[config.mk]
export PLATFORM = sky130hd
export DESIGN_NAME = uart_rx_tagger
export DESIGN_NICKNAME = d
export VERILOG_FILES = /design/src/rtl/urx_pkg.sv /design/src/rtl/urx_sync.sv /design/src/rtl/urx_sampler.sv /design/src/rtl/urx_tdecode.sv /design/src/rtl/uart_rx_tagger.sv
export SDC_FILE = /design/constraint.sdc
export NUM_CORES = 1
export LEC_CHECK = 0
export ABC_AREA = 1
export BUFFER_PORTS_ARGS = -buffer_cell sky130_fd_sc_hd__buf_2
export CAP_MARGIN = 40
export CORE_ASPECT_RATIO = 1.5
export CORE_MARGIN = 2
export CORE_UTILIZATION = 62
export CTS_CLUSTER_DIAMETER = 150
export DETAILED_ROUTE_END_ITERATION = 12
export PLACE_DENSITY = 0.83
export SYNTH_ARGS = -nofsm -noshare
export SYNTH_HDL_FRONTEND = slang
export SYNTH_HIERARCHICAL = 1
export SYNTH_SLANG_ARGS = --single-unit
[constraint.sdc]
create_clock -name clk -period 2.7 [get_ports clk]
set_input_delay 0.405 -clock clk [delete_from_list [all_inputs] [get_ports clk]]
set_output_delay 0.405 -clock clk [all_outputs]
set_load 0.05 [all_outputs]
[src/rtl/urx_pkg.sv]
package urx_pkg;

  typedef enum logic [2:0] {
    ST_IDLE  = 3'd0,
    ST_START = 3'd1,
    ST_DATA  = 3'd2,
    ST_PAR   = 3'd3,
    ST_STOP  = 3'd4
  } rx_state_e;

  // two-of-three vote
  function automatic logic maj3(input logic a, input logic b, input logic c);
    return (a & b) | (a & c) | (b & c);
  endfunction

endpackage

[src/rtl/urx_sync.sv]
module urx_sync #(
  parameter int STAGES = 2
) (
  input  logic clk,
  input  logic rst_n,
  input  logic d_async,
  output logic q_sync
);
  logic [STAGES-1:0] chain;

  generate
    for (genvar i = 0; i < STAGES; i++) begin : g_stage
      always_ff @(posedge clk or negedge rst_n) begin
        if (!rst_n) chain[i] <= 1'b1;
        else if (i == 0) chain[i] <= d_async;
        else chain[i] <= chain[(i == 0) ? 0 : i-1];
      end
    end
  endgenerate

  assign q_sync = chain[STAGES-1];
endmodule

[src/rtl/urx_sampler.sv]
module urx_sampler
  import urx_pkg::*;
#(
  parameter int OSR = 16
) (
  input  logic clk,
  input  logic rst_n,
  input  logic tick,
  input  logic line,
  input  logic run,
  input  logic go,
  output logic mid_stb,
  output logic vote
);
  localparam int CW  = $clog2(OSR);
  localparam int MID = OSR / 2;

  logic [CW-1:0] cnt;
  logic          smp_early;
  logic          smp_centre;

  always_ff @(posedge clk or negedge rst_n) begin
    if (!rst_n) begin
      cnt        <= '0;
      smp_early  <= 1'b1;
      smp_centre <= 1'b1;
    end else begin
      if (go) cnt <= CW'(1);
      else if (run && tick) cnt <= (cnt == CW'(OSR-1)) ? '0 : cnt + 1'b1;
      if (run && tick && cnt == CW'(MID-1)) smp_early  <= line;
      if (run && tick && cnt == CW'(MID))   smp_centre <= line;
    end
  end

  // third sample is taken live on the deciding tick
  assign mid_stb = run && tick && (cnt == CW'(MID+1));
  assign vote    = maj3(smp_early, smp_centre, line);
endmodule

[src/rtl/urx_tdecode.sv]
module urx_tdecode (
  input  logic clk,
  input  logic rst_n,
  input  logic enable,
  input  logic ref_load,
  input  logic bit_stb,
  input  logic raw,
  output logic dec
);
  logic prev_lvl;

  always_ff @(posedge clk or negedge rst_n) begin
    if (!rst_n)        prev_lvl <= 1'b0;
    else if (ref_load) prev_lvl <= 1'b0;   // accepted start bit is low
    else if (bit_stb)  prev_lvl <= raw;
  end

  assign dec = enable ? (raw ^ prev_lvl) : raw;
endmodule

[src/rtl/uart_rx_tagger.sv]
module uart_rx_tagger
  import urx_pkg::*;
#(
  parameter int DATA_W      = 8,
  parameter int MIN_LEN     = 5,
  parameter int OSR         = 16,
  parameter int SYNC_STAGES = 2,
  parameter int LEN_W       = $clog2(DATA_W - MIN_LEN + 1)
) (
  input  logic              clk,
  input  logic              rst_n,
  input  logic              rx_in,
  input  logic              tick16,
  input  logic [LEN_W-1:0]  cfg_dlen,
  input  logic              cfg_par_en,
  input  logic              cfg_par_odd,
  input  logic              cfg_tdec,
  output logic              out_valid,
  output logic [DATA_W+2:0] out_data
);
  localparam int IDX_W = $clog2(DATA_W);

  function automatic logic expect_par(input logic [DATA_W-1:0] d, input logic odd);
    return (^d) ^ odd;
  endfunction

  function automatic logic [IDX_W-1:0] last_index(input logic [LEN_W-1:0] sel);
    return IDX_W'(MIN_LEN - 1) + IDX_W'(sel);
  endfunction

  rx_state_e         state;
  logic [IDX_W-1:0]  idx;
  logic [DATA_W-1:0] shreg;
  logic              par_rx;
  logic              any_one;
  logic              armed;

  // named events
  logic line_s, busy, start_go, mid_stb, vote, dbit;
  logic false_start, stop_mid, bit_stb, ref_load;

  urx_sync #(.STAGES(SYNC_STAGES)) u_sync (
    .clk(clk), .rst_n(rst_n), .d_async(rx_in), .q_sync(line_s)
  );

  assign busy     = (state != ST_IDLE);
  assign start_go = !busy && tick16 && !line_s && armed;

  urx_sampler #(.OSR(OSR)) u_samp (
    .clk(clk), .rst_n(rst_n), .tick(tick16), .line(line_s),
    .run(busy), .go(start_go), .mid_stb(mid_stb), .vote(vote)
  );

  assign false_start = mid_stb && (state == ST_START) && vote;
  assign ref_load    = mid_stb && (state == ST_START) && !vote;
  assign bit_stb     = mid_stb && ((state == ST_DATA) || (state == ST_PAR));
  assign stop_mid    = mid_stb && (state == ST_STOP);

  urx_tdecode u_tdec (
    .clk(clk), .rst_n(rst_n), .enable(cfg_tdec), .ref_load(ref_load),
    .bit_stb(bit_stb), .raw(vote), .dec(dbit)
  );

  always_ff @(posedge clk or negedge rst_n) begin
    if (!rst_n) begin
      state     <= ST_IDLE;
      idx       <= '0;
      shreg     <= '0;
      par_rx    <= 1'b0;
      any_one   <= 1'b0;
      armed     <= 1'b0;
      out_valid <= 1'b0;
      out_data  <= '0;
    end else begin
      out_valid <= 1'b0;
      case (state)
        ST_IDLE: begin
          if (tick16) begin
            if (line_s) armed <= 1'b1;
            else if (armed) begin
              armed <= 1'b0;
              state <= ST_START;
            end
          end
        end
        ST_START: begin
          if (mid_stb) begin
            if (vote) state <= ST_IDLE;
            else begin
              state   <= ST_DATA;
              idx     <= '0;
              shreg   <= '0;
              any_one <= 1'b0;
            end
          end
        end
        ST_DATA: begin
          if (mid_stb) begin
            shreg[idx] <= dbit;
            any_one    <= any_one | vote;
            if (idx == last_index(cfg_dlen))
              state <= cfg_par_en ? ST_PAR : ST_STOP;
            else
              idx <= idx + 1'b1;
          end
        end
        ST_PAR: begin
          if (mid_stb) begin
            par_rx  <= dbit;
            any_one <= any_one | vote;
            state   <= ST_STOP;
          end
        end
        ST_STOP: begin
          if (mid_stb) begin
            out_valid <= 1'b1;
            out_data  <= {(!any_one && !vote), !vote,
                          (cfg_par_en && (par_rx != expect_par(shreg, cfg_par_odd))),
                          shreg};
            armed     <= vote;
            state     <= ST_IDLE;
          end
        end
        default: state <= ST_IDLE;
      endcase
    end
  end
endmodule

==> impl_metrics.tcl, run 1 <==
set metrics [dict create \
    status "finished, final reports clean" \
    final.period_utilization_pct 77.3 \
    io_pins 21 \
    fp.dieArea_sq_um 3780 \
    cp_max_fo 23 \
    setup_ws_ns 0.614 \
    hold_viol 0 \
    dp_hpwl_microns 2880 \
    grt_pass1_wl_microns 6780 \
    grt_usage_pct 24.0 \
    drcViolationCount 0 \
    muxShareOfSynthArea_pct 0 \
    synth_cells 261 \
    critical_path.startpoint "state[0]" \
    antenna_cells 0 \
    synth_top_family_by_area "simple AND/OR/NAND/NOR gates" \
    post-route-min-period_ns 2.09 \
    grt_overflow 0 \
    post_cts_buffers 0 \
    dp_slack_ns 0.637 \
    skew_ns 0.00298 \
    placed_area_sq_um 2150 \
    synth-compound-area-share_pct 11.9 \
    maxSlewViolCount 0 \
    drt-wirelength-per-cell_microns 12.0 \
    critPathCaptureType "flop" \
    drtIter0Drc 53 \
    cts_tree "done" \
    layout_commonest_cell "nand2_1" \
    rsz0062_at_grt "no" \
    worst_pin_slew_ns 0.819 \
    place_inst 316 \
    yosysUniqueCellTypes 30 \
    fin_cells 324 \
    initial_core_util_pct 64.6 \
    vias_per_cell 5.39 \
    area.sequential_sq_um 956 \
    powerDensity_nw_per_um2 981 \
    multi_input_area_sq_um 920 \
    r2r_cells 8 \
    final_cell_area_sq_um 2260 \
    crit_type "flop to flop" \
    ant_nets 0 \
    worst_ir_drop_vdd_mv 0.605 \
    ys_warn_count 6 \
    p_leak_nw 1.20 \
    drv_cap 0 \
    path_clk_slew_ns 0.07 \
    hold_buffers 0 \
    vias 1745 \
    row_count 25 \
    postSynthAreaPerCell_sq_um 7.82 \
    grt_max_degree 39 \
    area_growth_pct 10.8 \
    cp.required_ns 2.92 \
    antenna_found_initial 0 \
    r2r_slack_ns 0.61 \
    coreArea_sq_um 3160 \
    port_buffers 20 \
    synth_seq_cells 38 \
    post_cts_resized 0 \
    clkSinkCount 38 \
    numCtsBuffers 5 \
    setup_viol 0 \
    synth_nets 274 \
    timing.rr.end "armed" \
    synth-xor-area-share_pct 2.14 \
    drive_gt1_share_pct 15.8 \
    grt_pass1_vias 1601 \
    r2r_start "state[0]" \
    max_freq_mhz 479 \
    synth_area_sq_um 2040 \
    setup_tns_ns 0 \
    final_cell_mix "nand2_1 (76), dfrtp_1 (34), inv_1 (30)" \
    clock_path_buffers 2 \
    dr.pass1.iters 4 \
    crit_arrival_ns 2.30 \
    clkLatencyLatePin_ns 0.29 \
    wirelength_microns 3890 \
    synthAdderAreaFrac_pct 2.94 \
    dieWidth_microns 50.9 \
    place_congestion 0.879 \
    htree_levels 2 \
    synth-simple-area-share_pct 28.1 \
    seq_area_frac_synth_pct 46.8 \
    die_h_microns 74.3 \
    root_buffer "clkbuf_8" \
    worstHoldPathType "input pin to async pin" \
    nFillCells 272 \
    worstSetupStartpointType "flop" \
    slew_headroom_pct 45.4 \
    layout.nets 296 \
]
==> routing by layer <==
layer	share of wire, %	GRT usage, %	vias up
li1	-	-	890
met1	42	26.2	817
met2	53	44.9	32
met3	3.0	4.82	6
met4	1.8	9.91	0
met5	0	0	-
==> cell type report <==
cell class              instances  area share [%]
inverters                      34            5.69
repair buffers                 20            4.42
multi-input cells             184            40.6
clock inverters                 3            1.77
flip-flops and latches         38            42.2
clock buffers                   5            3.04
well taps                      40            2.21
==> cells by family (layout without fill, tap and decap cells) <==
logic type | Yosys count | after routing
AND/OR/NAND/NOR | 132 | 132
AO/OA/AOI/OAI | 42 | 42
flip-flops | 38 | 38
buffers and inverters | 39 | 62
XOR/XNOR | 5 | 5
adder cells (fa/ha/maj) | 5 | 5
==> power by group <==
group	total, W	leakage, nW	switching, W	internal (W)
clock network	0.000470	0.0579	0.000198	0.000272
registers	0.000878	0.467	0.000155	0.000724
logic	0.000873	0.672	0.000579	0.000294
total	0.00222	1.20	0.000932	0.00129
==> flip-flops by register name, indices dropped and copies added, names as in the netlist <==
name and count:
any_one 1, armed 1, idx 3, out_data 11
out_valid 1, par_rx 1, shreg 8, state 3
u_samp/cnt 4, u_samp/smp_centre 1, u_samp/smp_early 1, u_sync/chain 1
u_sync/q_sync 1, u_tdec/prev_lvl 1
==> synthesized netlist by cell type (all sizes together) <==
cell type	instances	share of area (%)
a21oi	8	2.0
a31oi	1	0.31
buf	5	1.8
clkinv	1	0.24
dfrtp	34	42
dfstp	4	5.1
ha	4	2.5
inv	33	6.1
maj3	1	0.49
nand2	79	15
nand3	29	7.1
nand3b	1	0.37
nand4	1	0.31
nor2	16	3.4
nor3	6	1.7
o21a	1	0.37
o21ai	21	5.7
o21bai	1	0.37
o22ai	8	2.5
o31ai	2	0.74
xnor2	4	1.7
xor2	1	0.43
==> per-stage QoR <==
step                total power (W)  util, %  hold slack (ns)
floorplan                   0.00158        -            0.109
global placement            0.00173     68.2            0.346
detailed placement          0.00176     68.2            0.348
CTS                         0.00223     71.6            0.200
global route                0.00239     71.6            0.199
finish                      0.00222     71.6            0.203
==> worst max-delay path by stage <==
stage	to	slack [ns]	cells past startpoint
final	armed	0.61	8
after global routing	out_data[1]	0.36	7
after global placement	armed	0.74	8
after CTS	armed	0.63	8
after detailed placement	armed	0.64	8
after floorplan	state[1]	1.05	8
==> worst max-delay path: stages, from the launching register on <==
cell     delay, ns
dfrtp_1       0.44
nor2_1        0.08
nand2_1       0.16
nand2_4       0.11
nor2_1        0.34
nand2_1       0.49
nand2_1       0.21
nor2_1        0.05
a31oi_1       0.13
Note: power is estimated with default switching activity, not from simulation.
==> inputs of run 2 (changes only) <==
--- a/config.mk
+++ b/config.mk
@@ -10,10 +10,10 @@
 export CAP_MARGIN = 40
 export CORE_ASPECT_RATIO = 1.5
 export CORE_MARGIN = 2
-export CORE_UTILIZATION = 62
+export CORE_UTILIZATION = 52
 export CTS_CLUSTER_DIAMETER = 150
 export DETAILED_ROUTE_END_ITERATION = 12
-export PLACE_DENSITY = 0.83
+export PLACE_DENSITY = 0.75
 export SYNTH_ARGS = -nofsm -noshare
 export SYNTH_HDL_FRONTEND = slang
 export SYNTH_HIERARCHICAL = 1
==> constraint.sdc (replaced) <==
create_clock -name clk -period 1.8 [get_ports clk]
set_input_delay 0.27 -clock clk [delete_from_list [all_inputs] [get_ports clk]]
set_output_delay 0.27 -clock clk [all_outputs]
set_load 0.05 [all_outputs]
==> run 2 against run 1 <==
Via count increased by 0.52%. Total power up 63%. Sequential share of layout area down 2.4 points. Cell count increased by 4.3%. Flip-flop and latch count did not move. Global-route usage down 3.2 points. Worst hold slack lost 0.13 ns. Combinational power up 67%. Die area rose by 18%. Largest power group is now combinational cells. Highest routed layer unchanged.
==> impl_metrics.tcl, run 2 (synthesis gave the netlist of run 1 again) <==
set metrics [dict create \
    p_leak_nw 1.27 \
    max_flop_register "out_data" \
    area.sequential_sq_um 956 \
    grt_pass1_vias 1543 \
    dp_hpwl_microns 3120 \
    grt_overflow 0 \
    dr.pass1.iters 4 \
    path_clk_slew_ns 0.07 \
    power_w 0.00363 \
    numCtsBuffers 5 \
    worst_ir_drop_vdd_mv 0.978 \
    drcViolationCount 0 \
    largest_register_ffs 11 \
    final.period_utilization_pct 90.6 \
    crit_arrival_ns 1.84 \
    grt_max_degree 22 \
    clock_path_buffers 2 \
    setup_viol 0 \
    worstHoldPathType "input pin to flop" \
    drv_cap 0 \
    nFillCells 340 \
    cp_max_fo 9 \
    drtIter0Drc 46 \
    worstSetupStartpointType "flop" \
    clkSinkCount 38 \
    drt-wirelength-per-cell_microns 12.0 \
    intPower_w 0.00220 \
    rsz0062_at_grt "no" \
    root_buffer "clkbuf_8" \
    maxSlewViolCount 0 \
    p_sw_share_pct 39.3 \
    clkLatencyLatePin_ns 0.28 \
    layout_commonest_cell "nand2_1" \
    cp.required_ns 2.01 \
    reg_top3 "out_data x11, shreg x8, u_samp/cnt x4" \
    antenna_cells 0 \
    setup_tns_ns 0 \
    slew_headroom_pct 66.7 \
    critPathCaptureType "flop" \
    multi_input_area_sq_um 921 \
    io_pins 21 \
    initial_core_util_pct 54.9 \
    die_h_microns 80.8 \
    grt_usage_pct 20.7 \
    vias_per_cell 5.19 \
    post-route-min-period_ns 1.63 \
    layout.nets 307 \
    r2r_start "state[0]" \
    hold_viol 0 \
    dieWidth_microns 55.2 \
    place_congestion 0.879 \
    final_cell_mix "nand2_1 (76), dfrtp_1 (34), inv_1 (30)" \
    row_count 27 \
    worst_pin_slew_ns 0.496 \
    wirelength_microns 4070 \
    grt_pass1_wl_microns 6630 \
    fin_cells 338 \
    antenna_found_initial 0 \
    fp.dieArea_sq_um 4450 \
    seq_power_share_pct 35.5 \
    area_growth_pct 17.5 \
    drive_gt1_share_pct 19.0 \
    crit_type "flop to flop" \
    port_buffers 20 \
    status "finished, final reports clean" \
    skew_ns 0.00273 \
    htree_levels 2 \
    vias 1754 \
    share_comb_of_total_power_pct 40.1 \
    cts_tree "done" \
    coreArea_sq_um 3720 \
    ant_nets 0 \
    place_inst 329 \
    p_sw_w 0.00143 \
    max_freq_mhz 613 \
    hp-start "rx_in" \
    critical_path.startpoint "state[0]" \
    power.share.clock_pct 24.4 \
    powerDensity_nw_per_um2 1510 \
]
## run 2: layer usage
layer,wire length (microns),vias to the layer above,GRT usage (%)
met5,0,-,0
met4,99,0,9.51
met3,135,9,4.23
met2,2080,39,35.6
met1,1750,795,23.9
li1,-,911,-
## run 2: worst max-delay path, stage by stage, from the launching register on
cell and delay (ns):
dfrtp_1 0.41, buf_4 0.17, nor3_2 0.29, buf_4 0.23, nand3_1 0.13, nand2_1 0.16
nand3_1 0.09, o21ai_0 0.08
## run 2: final timing paths
check                                   to  slack (ns)  depth (start not counted)
min in group asynchronous      out_data[4]        0.46                          2
max reg2reg                         idx[0]        0.17                          7
min reg2reg                  u_sync/q_sync        0.36                          0
max                                 idx[0]        0.17                          7
min                        u_sync/chain[0]        0.08                          1
max in group asynchronous         state[1]        0.87                          3
## run 2: cell type report
class / instances / share of cell area, %
clock inverters: 2 / 2.50
repair buffers: 31 / 8.24
well taps: 43 / 2.24
multi-input cells: 184 / 38.4
clock buffers: 6 / 3.44
inverters: 34 / 5.37
flip-flops and latches: 38 / 39.8
## run 2: timing repair
item / in CTS / in global routing
setup endpoints to repair: 0 / 1
resized for setup: 0 / 1
hold endpoints to repair: 14 / 0
hold buffers: 1 / 0
setup buffers: 0 / 0
## run 2: per-stage QoR
step / utilization (%) / hold slack (ns) / area (sq um) / setup slack [ns]
floorplan: - / -0.0256 / 2040 / 0.151
global placement: 60.4 / 0.239 / 2250 / 0.187
detailed placement: 60.4 / 0.245 / 2250 / 0.166
CTS: 64.5 / 0.0718 / 2400 / 0.150
global route: 64.6 / 0.0737 / 2400 / 0.0305
finish: 64.6 / 0.0768 / 2400 / 0.169
## run 2: power groups by stage
stage	Sequential (W)	Clock (W)	Combinational, W
after floorplan	0.00134	0	0.00104
after global placement	0.00129	0	0.00143
after detailed placement	0.00130	0	0.00145
after CTS	0.00129	0.000902	0.00146
after global routing	0.00132	0.000936	0.00167
final	0.00129	0.000887	0.00146
